**config.mk**
```make
export PLATFORM = sky130hd
export DESIGN_NAME = global_tick_timer
export DESIGN_NICKNAME = d
export VERILOG_FILES = /design/src/rtl/gtt_pkg.sv /design/src/rtl/gtt_regs.sv /design/src/rtl/gtt_counter.sv /design/src/rtl/gtt_compare.sv /design/src/rtl/global_tick_timer.sv
export SDC_FILE = /design/constraint.sdc
export NUM_CORES = 1
export LEC_CHECK = 0
export ABC_AREA = 1
export CORE_MARGIN = 3
export CORE_UTILIZATION = 30
export CTS_CLUSTER_DIAMETER = 100
export CTS_CLUSTER_SIZE = 28
export DETAILED_ROUTE_END_ITERATION = 10
export GPL_TIMING_DRIVEN = 1
export PLACE_DENSITY = 0.49
export SYNTH_ARGS = -nofsm -noshare
export SYNTH_HDL_FRONTEND = slang
export SYNTH_SLANG_ARGS = --single-unit
export TNS_END_PERCENT = 100
```
**constraint.sdc**
```tcl
create_clock -name clk -period 3.62 [get_ports clk]
set_clock_uncertainty 0.15 [all_clocks]
set_input_delay 0.724 -clock clk [delete_from_list [all_inputs] [get_ports clk]]
set_output_delay 0.724 -clock clk [all_outputs]
set_load 0.02 [all_outputs]
```
**src/rtl/gtt_pkg.sv**
```systemverilog
package gtt_pkg;

    typedef enum logic [2:0] {
        REG_CTRL   = 3'd0,
        REG_CNT_LO = 3'd1,
        REG_CNT_HI = 3'd2,
        REG_CMP_LO = 3'd3,
        REG_CMP_HI = 3'd4,
        REG_STEP   = 3'd5,
        REG_STATUS = 3'd6,
        REG_NONE   = 3'd7
    } reg_sel_e;

    typedef enum logic [1:0] {
        CMP_OFF   = 2'd0,
        CMP_ARMED = 2'd1,
        CMP_HIT   = 2'd2
    } cmp_state_e;

    // bit 3 step_on, bit 2 irq_on, bit 1 cmp_on, bit 0 run
    typedef struct packed {
        logic step_on;
        logic irq_on;
        logic cmp_on;
        logic run;
    } ctrl_t;

    localparam int CTRL_W = 4;

endpackage

```
**src/rtl/gtt_regs.sv**
```systemverilog
module gtt_regs
    import gtt_pkg::*;
#(
    parameter int BUS_W = 32,
    parameter int CNT_W = 64
) (
    input  logic             clk,
    input  logic             rst_n,
    input  logic             bus_en,
    input  logic             bus_we,
    input  logic [2:0]       bus_addr,
    input  logic [BUS_W-1:0] bus_wdata,
    input  logic [CNT_W-1:0] count,
    input  logic [CNT_W-1:0] cmp_val,
    input  logic             cmp_event,
    output ctrl_t            ctrl,
    output logic [BUS_W-1:0] step,
    output logic             pending,
    output logic             wr_cnt_lo,
    output logic             wr_cnt_hi,
    output logic             wr_cmp_lo,
    output logic             wr_cmp_hi,
    output logic             st_clr,
    output logic [BUS_W-1:0] bus_rdata
);

    localparam int PAD_W = BUS_W - CTRL_W;

    reg_sel_e sel;
    logic     wr;

    assign sel = reg_sel_e'(bus_addr);
    assign wr  = bus_en && bus_we;

    assign wr_cnt_lo = wr && (sel == REG_CNT_LO) && !ctrl.run;
    assign wr_cnt_hi = wr && (sel == REG_CNT_HI) && !ctrl.run;
    assign wr_cmp_lo = wr && (sel == REG_CMP_LO);
    assign wr_cmp_hi = wr && (sel == REG_CMP_HI);
    assign st_clr    = wr && (sel == REG_STATUS) && bus_wdata[0];

    always_ff @(posedge clk) begin
        if (!rst_n) begin
            ctrl <= '0;
        end else if (wr && sel == REG_CTRL) begin
            ctrl <= ctrl_t'(bus_wdata[CTRL_W-1:0]);
        end
    end

    always_ff @(posedge clk) begin
        if (!rst_n) begin
            step <= '0;
        end else if (wr && sel == REG_STEP) begin
            step <= bus_wdata;
        end
    end

    // event has priority over a clear in the same cycle
    always_ff @(posedge clk) begin
        if (!rst_n) begin
            pending <= 1'b0;
        end else if (cmp_event) begin
            pending <= 1'b1;
        end else if (st_clr) begin
            pending <= 1'b0;
        end
    end

    always_comb begin
        unique case (sel)
            REG_CTRL:   bus_rdata = {{PAD_W{1'b0}}, ctrl};
            REG_CNT_LO: bus_rdata = count[BUS_W-1:0];
            REG_CNT_HI: bus_rdata = count[CNT_W-1:BUS_W];
            REG_CMP_LO: bus_rdata = cmp_val[BUS_W-1:0];
            REG_CMP_HI: bus_rdata = cmp_val[CNT_W-1:BUS_W];
            REG_STEP:   bus_rdata = step;
            REG_STATUS: bus_rdata = {{(BUS_W-1){1'b0}}, pending};
            REG_NONE:   bus_rdata = '0;
            default:    bus_rdata = '0;
        endcase
    end

endmodule

```
**src/rtl/gtt_counter.sv**
```systemverilog
module gtt_counter #(
    parameter int BUS_W = 32,
    parameter int CNT_W = 64
) (
    input  logic             clk,
    input  logic             rst_n,
    input  logic             run,
    input  logic             wr_lo,
    input  logic             wr_hi,
    input  logic [BUS_W-1:0] wdata,
    output logic [CNT_W-1:0] count
);

    localparam int HI_W = CNT_W - BUS_W;

    always_ff @(posedge clk) begin
        if (!rst_n) begin
            count <= '0;
        end else if (wr_lo) begin
            count[BUS_W-1:0] <= wdata;
        end else if (wr_hi) begin
            count[CNT_W-1:BUS_W] <= wdata[HI_W-1:0];
        end else if (run) begin
            count <= count + {{(CNT_W-1){1'b0}}, 1'b1};
        end
    end

endmodule

```
**src/rtl/gtt_compare.sv**
```systemverilog
module gtt_compare
    import gtt_pkg::*;
#(
    parameter int BUS_W = 32,
    parameter int CNT_W = 64
) (
    input  logic             clk,
    input  logic             rst_n,
    input  ctrl_t            ctrl,
    input  logic [CNT_W-1:0] count,
    input  logic [BUS_W-1:0] step,
    input  logic             wr_lo,
    input  logic             wr_hi,
    input  logic [BUS_W-1:0] wdata,
    output logic [CNT_W-1:0] cmp_val,
    output logic             cmp_event,
    output logic             irq
);

    localparam int HI_W  = CNT_W - BUS_W;
    localparam int EXT_W = CNT_W - BUS_W;

    cmp_state_e state, state_nxt;
    logic       cmp_wr;

    assign cmp_wr    = wr_lo || wr_hi;
    assign cmp_event = (state == CMP_ARMED) && ctrl.cmp_on && (count >= cmp_val);

    always_comb begin
        state_nxt = state;
        if (!ctrl.cmp_on) begin
            state_nxt = CMP_OFF;
        end else if (cmp_wr) begin
            state_nxt = CMP_ARMED;
        end else begin
            unique case (state)
                CMP_OFF:   state_nxt = CMP_ARMED;
                CMP_ARMED: state_nxt = (cmp_event && !ctrl.step_on) ? CMP_HIT : CMP_ARMED;
                CMP_HIT:   state_nxt = CMP_HIT;
                default:   state_nxt = CMP_OFF;
            endcase
        end
    end

    always_ff @(posedge clk) begin
        if (!rst_n) state <= CMP_OFF;
        else        state <= state_nxt;
    end

    always_ff @(posedge clk) begin
        if (!rst_n) begin
            irq <= 1'b0;
        end else begin
            irq <= cmp_event && ctrl.irq_on;
        end
    end

    // bus write wins over the step addition
    always_ff @(posedge clk) begin
        if (!rst_n) begin
            cmp_val <= '0;
        end else if (wr_lo) begin
            cmp_val[BUS_W-1:0] <= wdata;
        end else if (wr_hi) begin
            cmp_val[CNT_W-1:BUS_W] <= wdata[HI_W-1:0];
        end else if (cmp_event && ctrl.step_on) begin
            cmp_val <= cmp_val + {{EXT_W{1'b0}}, step};
        end
    end

endmodule

```
**src/rtl/global_tick_timer.sv**
```systemverilog
module global_tick_timer
    import gtt_pkg::*;
#(
    parameter int BUS_W = 32,
    parameter int CNT_W = 64
) (
    input  logic             clk,
    input  logic             rst_n,
    input  logic             bus_en,
    input  logic             bus_we,
    input  logic [2:0]       bus_addr,
    input  logic [BUS_W-1:0] bus_wdata,
    output logic [BUS_W-1:0] bus_rdata,
    output logic             tick_irq
);

    ctrl_t            ctrl;
    logic [BUS_W-1:0] step;
    logic [CNT_W-1:0] count;
    logic [CNT_W-1:0] cmp_val;
    logic             pending;
    logic             cmp_event;
    logic             wr_cnt_lo, wr_cnt_hi, wr_cmp_lo, wr_cmp_hi, st_clr;

    gtt_regs #(.BUS_W(BUS_W), .CNT_W(CNT_W)) u_regs (
        .clk       (clk),
        .rst_n     (rst_n),
        .bus_en    (bus_en),
        .bus_we    (bus_we),
        .bus_addr  (bus_addr),
        .bus_wdata (bus_wdata),
        .count     (count),
        .cmp_val   (cmp_val),
        .cmp_event (cmp_event),
        .ctrl      (ctrl),
        .step      (step),
        .pending   (pending),
        .wr_cnt_lo (wr_cnt_lo),
        .wr_cnt_hi (wr_cnt_hi),
        .wr_cmp_lo (wr_cmp_lo),
        .wr_cmp_hi (wr_cmp_hi),
        .st_clr    (st_clr),
        .bus_rdata (bus_rdata)
    );

    gtt_counter #(.BUS_W(BUS_W), .CNT_W(CNT_W)) u_counter (
        .clk   (clk),
        .rst_n (rst_n),
        .run   (ctrl.run),
        .wr_lo (wr_cnt_lo),
        .wr_hi (wr_cnt_hi),
        .wdata (bus_wdata),
        .count (count)
    );

    gtt_compare #(.BUS_W(BUS_W), .CNT_W(CNT_W)) u_compare (
        .clk       (clk),
        .rst_n     (rst_n),
        .ctrl      (ctrl),
        .count     (count),
        .step      (step),
        .wr_lo     (wr_cmp_lo),
        .wr_hi     (wr_cmp_hi),
        .wdata     (bus_wdata),
        .cmp_val   (cmp_val),
        .cmp_event (cmp_event),
        .irq       (tick_irq)
    );

endmodule

```
==> results of run 1 <==
==> flip-flops by register name, summed over array words and instances (netlist names) <==
signal,count
u_counter.count,64
u_compare.state,2
u_regs.ctrl,4
u_regs.step,32
u_compare.cmp_val,64
u_regs.pending,1
u_compare.irq,1
==> layer usage <==
layer	vias to the layer above	wire length [um]	GRT usage (%)	part of all wire, %
li1	9210	-	-	-
met1	9259	37700	41.1	44
met2	867	38000	47.5	44
met3	165	6070	3.55	7.1
met4	0	4210	13.1	4.9
met5	-	0	0	0
==> worst max-delay path: cells and delay by family <==
kind / cells / cell delay, ps
buffers and inverters: 6 / 1440
AOI/OAI and AO/OA: 2 / 470
and+or+nand+nor: 1 / 100
==> worst max-delay path by stage <==
stage	cells after the start	to	start	slack [ps]
floorplan	5	bus_rdata[30]	bus_addr[0]	830
global placement	9	bus_rdata[25]	bus_addr[0]	-270
detailed placement	10	bus_rdata[5]	bus_addr[1]	-330
CTS	10	bus_rdata[7]	bus_addr[1]	20
global route	9	bus_rdata[17]	bus_addr[2]	-60
finish	9	bus_rdata[15]	bus_addr[2]	10
==> power groups by stage <==
stage	clock network, W	logic [W]	registers [W]
2_1_floorplan	0	0.000398	0.00196
3_3_place_gp	0	0.000741	0.00199
3_5_place_dp	0	0.000747	0.00199
4_1_cts	0.00195	0.000746	0.00195
5_1_grt	0.00199	0.000821	0.00196
6_report	0.00192	0.000762	0.00195
==> cell families after synthesis <==
family	after synthesis	synth area share [%]
AOI/OAI and AO/OA	455	16.1
xor gates and xnor gates	34	1.87
adders and majority gates	98	7.74
buffers and inverters	470	11.6
DFF	168	21.1
muxes	2	0.126
and+or+nand+nor	1530	41.5
==> metrics by stage <==
stage               worst slack [ps]  setup TNS (ps)  cells  cell area [um^2]
finish                          13.2               0   3567             18600
global route                   -56.4            -209   3566             18600
CTS                             17.1               0   3566             18600
floorplan                        831               0   2757             15900
detailed placement              -330           -6010   3534             18100
global placement                -272           -5630   3534             18100
==> placed cells by master, fill, tap and decap left out, types with 17 or more instances in the layout <==
master | netlist | final
inv_1 | 364 | 364
o21ai_0 | 151 | 143
o21ai_1 | 19 | 27
nand4_1 | 47 | 47
nor2_1 | 294 | 294
nand3b_1 | 30 | 30
dlygate4sd2_1 | 0 | 19
dfxtp_1 | 168 | 167
xor2_1 | 20 | 20
nor3_1 | 55 | 55
buf_4 | 2 | 105
clkbuf_16 | 0 | 17
nand3_1 | 161 | 161
a31oi_1 | 32 | 32
nand2_1 | 874 | 874
a21oi_1 | 166 | 166
ha_1 | 97 | 97
clkdlybuf4s50_1 | 0 | 38
==> final cells by class <==
type	count	area [um^2]
Clock buffer	17	425
Timing Repair Buffer	186	1630
Multi-Input combinational cell	2119	10800
Antenna cell	1	2.50
Tap cell	680	851
Sequential cell	168	3360
Clock inverter	15	161
Fill cell	5895	33300
Inverter	381	1430
==> what timing repair did <==
action                     4_1_cts  5_1_grt
resized for setup               42       28
setup endpoints to repair       32       19
setup buffers                    0        0
==> flow_metrics.tcl, run 1 <==
set metrics [dict create \
    total_power_w 0.00464 \
    synth_commonest_cells "nand2_1 (874), inv_1 (364), nor2_1 (294), dfxtp_1 (168), a21oi_1 (166)" \
    clk_pin_slew_ps 80 \
    reg2reg_depth 18 \
    fin_crit_sh_pct 99.6 \
    grt-ovfl-total 0 \
    critPathArrivalTime_ps 2730 \
    grt_use_total_pct 30.0 \
    syn_inst 2757 \
    p_sw_w 0.00158 \
    yosys.area.top_type_share_pct 21.1 \
    slowest_delay_ps 470 \
    cp-start-kind "input pin" \
    std_cell_rows 83 \
    cts_tree "done" \
    synth.net_count 2894 \
    crit_slowest_cell "clkdlybuf4s50_1" \
    outcome "completed" \
    ys.flop_type "dfxtp_1" \
    wl_mm 86.0 \
    power_density_nw_per_um2 249 \
    maxSlewViolCount 0 \
    cap_violations 0 \
    holdCritStartpoint "u_regs.ctrl[1]$_SDFFE_PN0P_" \
    layout.nets 3010 \
    setup_violations 0 \
    utilization_pct 35.9 \
    drt_iter0_markers 2049 \
    post_drt_wl_per_cell_um 24.1 \
    comb_power_share_pct 16.4 \
    numPortBuffers 71 \
    ios 72 \
    power_frac_seq_pct 42.1 \
    drive_gt1_share_pct 7.97 \
    path_common_cell "buf_4" \
    yosysTopAreaCell "dfxtp_1" \
    yosys-top-cells-area "dfxtp_1 (21%), nand2_1 (21%), inv_1 (8.6%)" \
    via_count 19500 \
    initial_core_util_pct 30.7 \
    grt_pass1_wl_mm 124 \
    synth-async-reset-ratio_pct 0 \
    tightestPinTransition_ps 823 \
    whs_ps 343 \
    die_height_um 236 \
    holdPathStages 2 \
    clk_path_buf_depth 2 \
    p_sw_share_pct 34.1 \
    max-slew-margin-rel_pct 45.0 \
    internal_power_w 0.00305 \
    drc 0 \
    hold_buffers 0 \
    die_x_um 236 \
    htree_levels 4 \
    core_area_um2 51900 \
    clkPwrFrac_pct 41.5 \
    grt_pass1_vias 18200 \
    synth_area_per_cell_um2 5.78 \
    holdPathEnd "u_compare.state[0]$_SDFF_PN0_" \
    firstDrtPassIters 6 \
    rsz0062_at_grt "true" \
    viasPerCell 5.47 \
    p_leak_nw 8.52 \
    clkLatencyLatePin_ps 480 \
    cp_max_fo 6 \
    timing.rr.end "u_compare.cmp_val[3]$_SDFFE_PN0P_" \
    max_clock_freq_ghz 0.277 \
    ant_nets 0 \
    dieArea_um2 55900 \
    hold_class "flop to flop" \
    gp_congestion 1.00 \
    critPathKind "input pin to output port" \
    ys_seq_elements 168 \
    finalCriticalPeriod_ps 3610 \
    hold_viol 0 \
    mappedNetlistArea_um2 15900 \
    crit_chain "clkdlybuf4s50_1 -> buf_4 -> nand2_2 -> clkinv_1 -> buf_4 -> a221oi_2 -> o21ai_0 -> buf_4 -> dlygate4sd2_1" \
    r2r_setup_slack_ps 240 \
    peakVddDrop_mv 0.255 \
    cp_data_required_time_ps 2750 \
    crit_path_end_kind "output port" \
    synth_enable_flop_cells 0 \
    timing.rr.start "u_compare.cmp_val[11]$_SDFFE_PN0P_" \
    antenna_found_initial 0 \
    clock-sinks 168 \
    area_delta_synth_final_pct 16.9 \
    post-dp-hpwl_mm 70.4 \
    root_buffer "clkbuf_16" \
    yosysSeqAreaShare_pct 21.1 \
    synth.distinct_cells 54 \
    synth_most_common_cell "nand2_1" \
    yosys_warnings 0 \
    cts_made_buffers 17 \
    grt_max_degree 121 \
]
Note: power is estimated with default switching activity, not from simulation.
==> run 2: changes to the inputs <==
Settings changed: SETUP_SLACK_MARGIN set to 0.05.
==> flow_metrics.tcl, run 2 (synthesized netlist as in run 1, its figures left out) <==
set metrics [dict create \
    outcome "completed" \
    grt_pass1_vias 18200 \
    final_area_um2 18600 \
    multi_input_area_um2 10800 \
    via_count 19500 \
    area_delta_synth_final_pct 16.9 \
    core_area_um2 51900 \
    clk_pin_slew_ps 80 \
    p_leak_nw 8.52 \
    std_cell_rows 83 \
    post-dp-hpwl_mm 70.4 \
    total_power_w 0.00464 \
    fill_cells 5891 \
    critPathArrivalTime_ps 2620 \
    fin_crit_sh_pct 96.6 \
    drc 0 \
    hold_class "flop to flop" \
    firstDrtPassIters 6 \
    clk_path_buf_depth 2 \
    die_x_um 236 \
    root_buffer "clkbuf_16" \
    wl_mm 86.1 \
    crit_path_end_kind "output port" \
    top_regs "u_compare.cmp_val x64, u_counter.count x64, u_regs.step x32" \
    post_drt_wl_per_cell_um 24.1 \
    cts_made_buffers 17 \
    final_common_cell "nand2_1" \
    cp_max_fo 11 \
    clock-sinks 168 \
    max_clock_freq_ghz 0.286 \
    drt_iter0_markers 2004 \
    critPathKind "input pin to output port" \
    tightestPinTransition_ps 833 \
    ant_nets 0 \
    grt_max_degree 121 \
    setup_violations 0 \
    finalCriticalPeriod_ps 3500 \
    die_height_um 236 \
    drive_gt1_share_pct 8.28 \
    maxSlewViolCount 0 \
    max-slew-margin-rel_pct 44.4 \
    antenna_found_initial 0 \
    ios 72 \
    dpl-instance-area_um2 18100 \
    hold_viol 0 \
    layout.nets 3010 \
    grt_use_total_pct 30.0 \
    numPortBuffers 71 \
    viasPerCell 5.46 \
    htree_levels 4 \
    grt-ovfl-total 0 \
    grt_pass1_wl_mm 124 \
    power_density_nw_per_um2 249 \
    dieArea_um2 55900 \
    cp-start-kind "input pin" \
    peakVddDrop_mv 0.254 \
    cts_setup_buffers 0 \
    clkLatencyLatePin_ps 480 \
    final_cell_mix "nand2_1 (874), inv_1 (364), nor2_1 (294)" \
    seq_area_um2 3360 \
    initial_core_util_pct 30.7 \
    rsz0062_at_grt "false" \
    cp_data_required_time_ps 2750 \
    cap_violations 0 \
    gp_congestion 1.00 \
    cts_tree "done" \
]
run 2: changes by cell type in the layout (fill, tap and decap cells not counted), sizes merged:
cell	change
dlymetal6s2s	+2
clkdlybuf4s15	-1
clkdlybuf4s50	-2
buf	+3
dlygate4sd2	-7
clkbuf	+5
run 2: per-stage QoR:
| step | instances | util, % | hold WS [ps] | setup WS, ps | TNS (ps) |
|---|---|---|---|---|---|
| floorplan | 2757 | - | 293 | 831 | 0 |
| global placement | 3534 | 34.8 | 321 | -272 | -5630 |
| detailed placement | 3534 | 34.8 | 330 | -330 | -6010 |
| CTS | 3566 | 35.9 | 340 | 30.1 | 0 |
| global route | 3566 | 35.9 | 370 | 45.4 | 0 |
| finish | 3567 | 35.9 | 345 | 123 | 0 |
run 2: layout make-up:
| cell class | count | share of cell area, % |
|---|---|---|
| Sequential cell | 168 | 18.1 |
| Multi-Input combinational cell | 2119 | 57.9 |
| Timing Repair Buffer | 186 | 8.64 |
| Tap cell | 680 | 4.57 |
| Inverter | 381 | 7.70 |
| Clock inverter | 15 | 0.866 |
| Antenna cell | 1 | 0.0134 |
| Clock buffer | 17 | 2.28 |
run 2: final timing paths:
| path | slack [ps] | cells past startpoint | to | startpoint |
|---|---|---|---|---|
| setup / recovery | 120 | 9 | bus_rdata[24] | bus_addr[0] |
| hold / removal | 350 | 2 | u_compare.state[0]$_SDFF_PN0_ | u_regs.ctrl[1]$_SDFFE_PN0P_ |
| setup reg to reg | 260 | 18 | u_compare.cmp_val[3]$_SDFFE_PN0P_ | u_compare.cmp_val[11]$_SDFFE_PN0P_ |
| hold reg to reg | 350 | 2 | u_compare.state[0]$_SDFF_PN0_ | u_regs.ctrl[1]$_SDFFE_PN0P_ |
run 2: what timing repair did:
action | 4_1_cts | 5_1_grt
pin swaps | 0 | 1
hold buffers | 0 | 0
gates resized for setup | 49 | 41
endpoints found under the setup margin | 32 | 27
run 2: critical path, stage by stage:
cell and delay, ps:
clkdlybuf4s50_1 510, inv_2 70, buf_4 150, nor3_4 230, buf_6 230, buf_4 170
a22oi_1 70, o2111ai_1 100, dlygate4sd2_1 360
run 2: where the power goes:
group	switching (W)	internal (W)
registers	0.0000673	0.00189
logic	0.000514	0.000247
clock network	0.00101	0.000920
total	0.00159	0.00305
run 2: routing by layer:
layer | vias up | share of wire [%] | global-route usage (%)
li1 | 9206 | - | -
met1 | 9290 | 44 | 41.1
met2 | 820 | 44 | 47.5
met3 | 155 | 6.6 | 3.55
met4 | 0 | 4.7 | 13.1
met5 | - | 0 | 0
